[src/rtl/tokArbPkg.sv]
package tokArbPkg;
  typedef enum logic [1:0] {
    LVL_NORMAL = 2'd0,
    LVL_HIGH   = 2'd1,
    LVL_TOP    = 2'd2,
    LVL_TOP_ALT = 2'd3
  } prioLvl_e;

  typedef struct packed {
    logic startWin;
    logic useToken;
    logic endWin;
  } arbStrobe_t;
endpackage

[src/rtl/tokArbDp.sv]
module tokArbDp
  import tokArbPkg::*;
#(
  parameter int N_CH  = 8,
  parameter int TOK_W = 4,
  localparam int IDX_W = $clog2(N_CH)
) (
  input  logic                  clk,
  input  logic                  rstN,
  input  logic [N_CH-1:0]       reqVec,
  input  logic [2*N_CH-1:0]     prioVec,
  input  logic [TOK_W*N_CH-1:0] tokenVec,
  input  arbStrobe_t            strb,
  output logic                  anyReq,
  output logic                  ownerReq,
  output logic                  tokLast,
  output logic [IDX_W-1:0]      ownerIdx
);
  logic [1:0]       effLvl [N_CH];
  logic [TOK_W-1:0] tokArr [N_CH];
  logic [N_CH-1:0]  cand;
  logic [1:0]       topLvl;
  logic [IDX_W-1:0] pickIdx;
  logic [IDX_W-1:0] slot;
  logic             found;
  logic [TOK_W-1:0] pickTok;
  logic [TOK_W-1:0] tokLeft;

  // per-channel level folding (code 3 counts as Top) and token slicing
  for (genvar g = 0; g < N_CH; g++) begin : gChan
    assign effLvl[g] = (prioVec[2*g +: 2] == LVL_TOP_ALT) ? LVL_TOP : prioVec[2*g +: 2];
    assign tokArr[g] = tokenVec[TOK_W*g +: TOK_W];
    assign cand[g]   = reqVec[g] && (effLvl[g] == topLvl);
  end

  // highest level present among requesters
  always_comb begin
    topLvl = LVL_NORMAL;
    anyReq = 1'b0;
    for (int i = 0; i < N_CH; i++) begin
      if (reqVec[i]) begin
        anyReq = 1'b1;
        if (effLvl[i] > topLvl) topLvl = effLvl[i];
      end
    end
  end

  // rotating search starting after the last winner
  always_comb begin
    pickIdx = '0;
    found   = 1'b0;
    slot    = '0;
    for (int j = 1; j <= N_CH; j++) begin
      slot = ownerIdx + IDX_W'(j);
      if (!found && cand[slot]) begin
        found   = 1'b1;
        pickIdx = slot;
      end
    end
  end

  assign pickTok  = tokArr[pickIdx];
  assign ownerReq = reqVec[ownerIdx];
  assign tokLast  = (tokLeft == TOK_W'(1));

  always_ff @(posedge clk or negedge rstN) begin
    if (!rstN) begin
      ownerIdx <= IDX_W'(N_CH - 1);
      tokLeft  <= '0;
    end else if (strb.startWin) begin
      ownerIdx <= pickIdx;
      tokLeft  <= (pickTok == '0) ? TOK_W'(1) : pickTok;
    end else if (strb.useToken) begin
      tokLeft  <= tokLeft - TOK_W'(1);
    end
  end
endmodule

[src/rtl/tokArbCtl.sv]
module tokArbCtl
  import tokArbPkg::*;
(
  input  logic       clk,
  input  logic       rstN,
  input  logic       anyReq,
  input  logic       ownerReq,
  input  logic       tokLast,
  input  logic       addrFire,
  output arbStrobe_t strb,
  output logic       busy
);
  always_comb begin
    strb.startWin = !busy && anyReq;
    strb.useToken = busy && addrFire && ownerReq;
    strb.endWin   = busy && (!ownerReq || (addrFire && tokLast));
  end

  always_ff @(posedge clk or negedge rstN) begin
    if (!rstN)              busy <= 1'b0;
    else if (strb.startWin) busy <= 1'b1;
    else if (strb.endWin)   busy <= 1'b0;
  end
endmodule

[src/rtl/chanTokenArb.sv]
module chanTokenArb
  import tokArbPkg::*;
#(
  parameter int N_CH  = 8,
  parameter int TOK_W = 4,
  localparam int IDX_W = $clog2(N_CH)
) (
  input  logic                  clk,
  input  logic                  rstN,
  input  logic [N_CH-1:0]       reqVec,
  input  logic [2*N_CH-1:0]     prioVec,
  input  logic [TOK_W*N_CH-1:0] tokenVec,
  input  logic                  addrFire,
  output logic [N_CH-1:0]       grantOneHot,
  output logic [IDX_W-1:0]      grantIdx,
  output logic                  grantValid
);
  arbStrobe_t       strb;
  logic             anyReq;
  logic             ownerReq;
  logic             tokLast;
  logic             busy;
  logic [IDX_W-1:0] ownerIdx;

  tokArbDp #(.N_CH(N_CH), .TOK_W(TOK_W)) uDp (
    .clk(clk), .rstN(rstN), .reqVec(reqVec), .prioVec(prioVec),
    .tokenVec(tokenVec), .strb(strb), .anyReq(anyReq),
    .ownerReq(ownerReq), .tokLast(tokLast), .ownerIdx(ownerIdx)
  );

  tokArbCtl uCtl (
    .clk(clk), .rstN(rstN), .anyReq(anyReq), .ownerReq(ownerReq),
    .tokLast(tokLast), .addrFire(addrFire), .strb(strb), .busy(busy)
  );

  for (genvar g = 0; g < N_CH; g++) begin : gOneHot
    assign grantOneHot[g] = busy && (ownerIdx == IDX_W'(g));
  end

  assign grantIdx   = ownerIdx;
  assign grantValid = busy;
endmodule

[config.mk]
export PLATFORM = sky130hd
export DESIGN_NAME = chanTokenArb
export DESIGN_NICKNAME = d
export VERILOG_FILES = /design/src/rtl/tokArbPkg.sv /design/src/rtl/tokArbDp.sv /design/src/rtl/tokArbCtl.sv /design/src/rtl/chanTokenArb.sv
export SDC_FILE = /design/constraint.sdc
export NUM_CORES = 1
export LEC_CHECK = 0
export ABC_AREA = 1
export CAP_MARGIN = 20
export CELL_PAD_IN_SITES_DETAIL_PLACEMENT = 1
export CELL_PAD_IN_SITES_GLOBAL_PLACEMENT = 2
export CORE_MARGIN = 2
export CORE_UTILIZATION = 25
export CTS_CLUSTER_DIAMETER = 40
export DETAILED_ROUTE_END_ITERATION = 6
export PLACE_DENSITY_LB_ADDON = 0.1
export SETUP_SLACK_MARGIN = 0.2
export SLEW_MARGIN = 10
export SYNTH_ARGS = -nofsm -noshare
export SYNTH_HDL_FRONTEND = slang
export SYNTH_SLANG_ARGS = --single-unit
[constraint.sdc]
create_clock -name clk -period 3.94 [get_ports clk]
set_input_delay 0.591 -clock clk [delete_from_list [all_inputs] [get_ports clk]]
set_output_delay 0.591 -clock clk [all_outputs]
set_load 0.01 [all_outputs]
==> reports/metrics.cfg <==
[status]
status = finished, violations left
violations = negative setup slack

[finish]
area_delta_synth_final_pct = 99.6
diodes = 0
fin_util = 0.512
drive_gt1_frac = 0.468
fin_nets = 802
fill_cells = 1385
fin_area_um2 = 5570

[drt]
dr.first_iter.drc_count = 144
dr.pass1.iters = 4
drcViolationCount = 0
via_count = 4110
ant_nets = 0
vias_per_cell = 4.82
wl_um = 13000
wl_per_cell_um = 15.2

[sta]
rsz0062_at_grt = yes
tns_ns = -25.23
setup_violations = 7
hold_slack_ns = 0.549
hold_viol = 0
drv_slew = 0
timing.final.crit_share = 1.96
finalWorstPathRequiredPeriod_ns = 7.73
fmax_mhz = 129
setup_slack_ns = -3.79
relSlewSlack = 0.565
skew_ns = 0.00580
tightest_slew_ns = 0.649

[synth]
synthArstFlopShare = 1.00
yosysTopAreaCell = nand2_1
synth-edff-count = 0
synth_flop_cell = dfrtp_1
seq_area_frac_synth = 0.0731
synth_seq_cells = 8
synth.avg_cell_area_um2 = 5.55
post_synth_num_cell_types = 36
yosysWarnings = 0
synth_area_um2 = 2790
syn-num-nets = 592
yosysTopAreaCellShare = 0.202
ys_top_cells_by_area = nand2_1 20%, nand3_1 19%, ha_1 13%
synth.most_common_cell = nand2_1
synth_common_cells = 150 x nand2_1, 105 x nand3_1, 67 x inv_1
syn_inst = 503

[global_route]
grt_pass1_vias = 4297
antenna_found_initial = 0
grt_overflow = 0
track_usage = 0.204
grt_pass1_wl_um = 19800
grt_max_degree = 20

[clock_tree]
cts_made_buffers = 3
clk_path_buf_depth = 2
path_clk_slew_ns = 0.05
cts_tree = built
cts_htree_levels = 1
cts_sinks = 8
cts-root-buf = clkbuf_8
clk_latency_ns = 0.24

[worst_setup_path]
crit_type = input port to register
max_stage_delay_ns = 0.26
crit_path_start_kind = input port
cp-end-kind = register
required_ns = 4.12
crit_top_cell = nand2_1
cp.arrival_ns = 7.91
cp_max_fo = 8
cp_slowest_cell = ha_1

[floorplanning]
rows = 38
io_pins = 71
start_util = 0.256
die_x_um = 110
dieHeight_um = 110
coreArea_um2 = 10900
die-area_um2 = 12000

[placement]
portBuffers = 70
hpwl_um = 9750
dpl-instance-area_um2 = 4470
gp_congestion = 0.823

[run]
drv_cap = 0

[worst_hold_path]
hold_path.class = register to register

[metal layers]
metal	share of wire	up-vias	track usage
met5	0	-	0
met2	0.52	43	0.377
met1	0.46	1995	0.265
li1	-	2063	-
met3	0.015	9	0.0107
met4	0.0076	0	0.0262
[sequential cells by signal, summed over array words and instances, names as in the netlist]
register / flops
uDp.ownerIdx: 3
uDp.tokLeft: 4
uCtl.busy: 1
[repair_timing]
item                       CTS  global route
resized for setup          118            70
setup buffers               21            22
hold buffers                 0             0
gates cloned                 0             0
setup endpoints to repair    7             7
pin swaps                   60            79
[layout make-up]
| cell class | instances | area [um^2] | share of cell area |
|---|---|---|---|
| clock buffer | 4 | 45.0 | 0.00808 |
| inverter | 75 | 294 | 0.0528 |
| multi-input combinational | 406 | 2970 | 0.534 |
| sequential | 8 | 204 | 0.0366 |
| tap | 140 | 175 | 0.0314 |
| timing repair buffer | 219 | 1880 | 0.338 |
[worst paths after layout]
path | slack [ns] | cells past startpoint | start | endpoint
min in group asynchronous | 0.64 | 1 | rstN | uDp.tokLeft[2]
hold reg to reg | 0.55 | 2 | uDp.tokLeft[0] | uDp.tokLeft[0]
max in group asynchronous | 2.99 | 1 | rstN | uDp.ownerIdx[0]
setup / recovery | -3.79 | 76 | prioVec[1] | uDp.tokLeft[0]
hold / removal | 0.55 | 2 | uDp.tokLeft[0] | uDp.tokLeft[0]
setup reg to reg | 0.30 | 23 | uDp.ownerIdx[0] | uDp.tokLeft[0]
[metrics by stage]
stage,setup slack (ns),cells
after global placement,-4.47,805
after detailed placement,-4.69,805
final,-3.79,852
after CTS,-3.75,830
after floorplan,-3.32,503
after global routing,-4.46,852
[kinds of logic (layout without fill, tap and decap cells)]
| logic type | count (synthesis) | after routing | synth area share |
|---|---|---|---|
| simple gates | 345 | 345 | 0.598 |
| buf+inv | 89 | 298 | 0.123 |
| fa+ha+maj | 30 | 30 | 0.134 |
| compound gates | 28 | 28 | 0.0623 |
| flops | 8 | 8 | 0.0731 |
| xor+xnor | 3 | 3 | 0.00941 |
[worst max-delay path: cells and delay by family]
kind | cells | cell delay, ns
simple gates | 53 | 4.58
fa+ha+maj | 7 | 1.43
compound gates | 3 | 0.33
buf+inv | 13 | 0.92
[placed cells by master, fill, tap and decap left out, types with 2 or more instances in the layout]
cell type	n
clkdlybuf4s50_1	65
ha_4	8
buf_4	131
nand3_2	52
o221ai_2	2
buf_2	2
o21ai_2	2
xnor2_1	2
nand3_1	57
ha_1	22
o2111ai_1	3
nand2_8	2
nand4_1	13
nor2_4	8
inv_2	16
o21ai_1	3
o21ai_0	4
nand3_4	8
nand2_1	106
nand2_2	35
dfrtp_1	5
or2_2	4
nand2_4	18
nand3b_1	2
a21oi_2	4
nor2_2	7
clkbuf_8	3
dfstp_2	3
inv_1	58
buf_6	18
and2_4	2
a21oi_1	5
o211ai_1	2
nor2_1	27
Power is not shown: default switching activity piles up to over one toggle a cycle in this logic, so the estimate is an artifact.
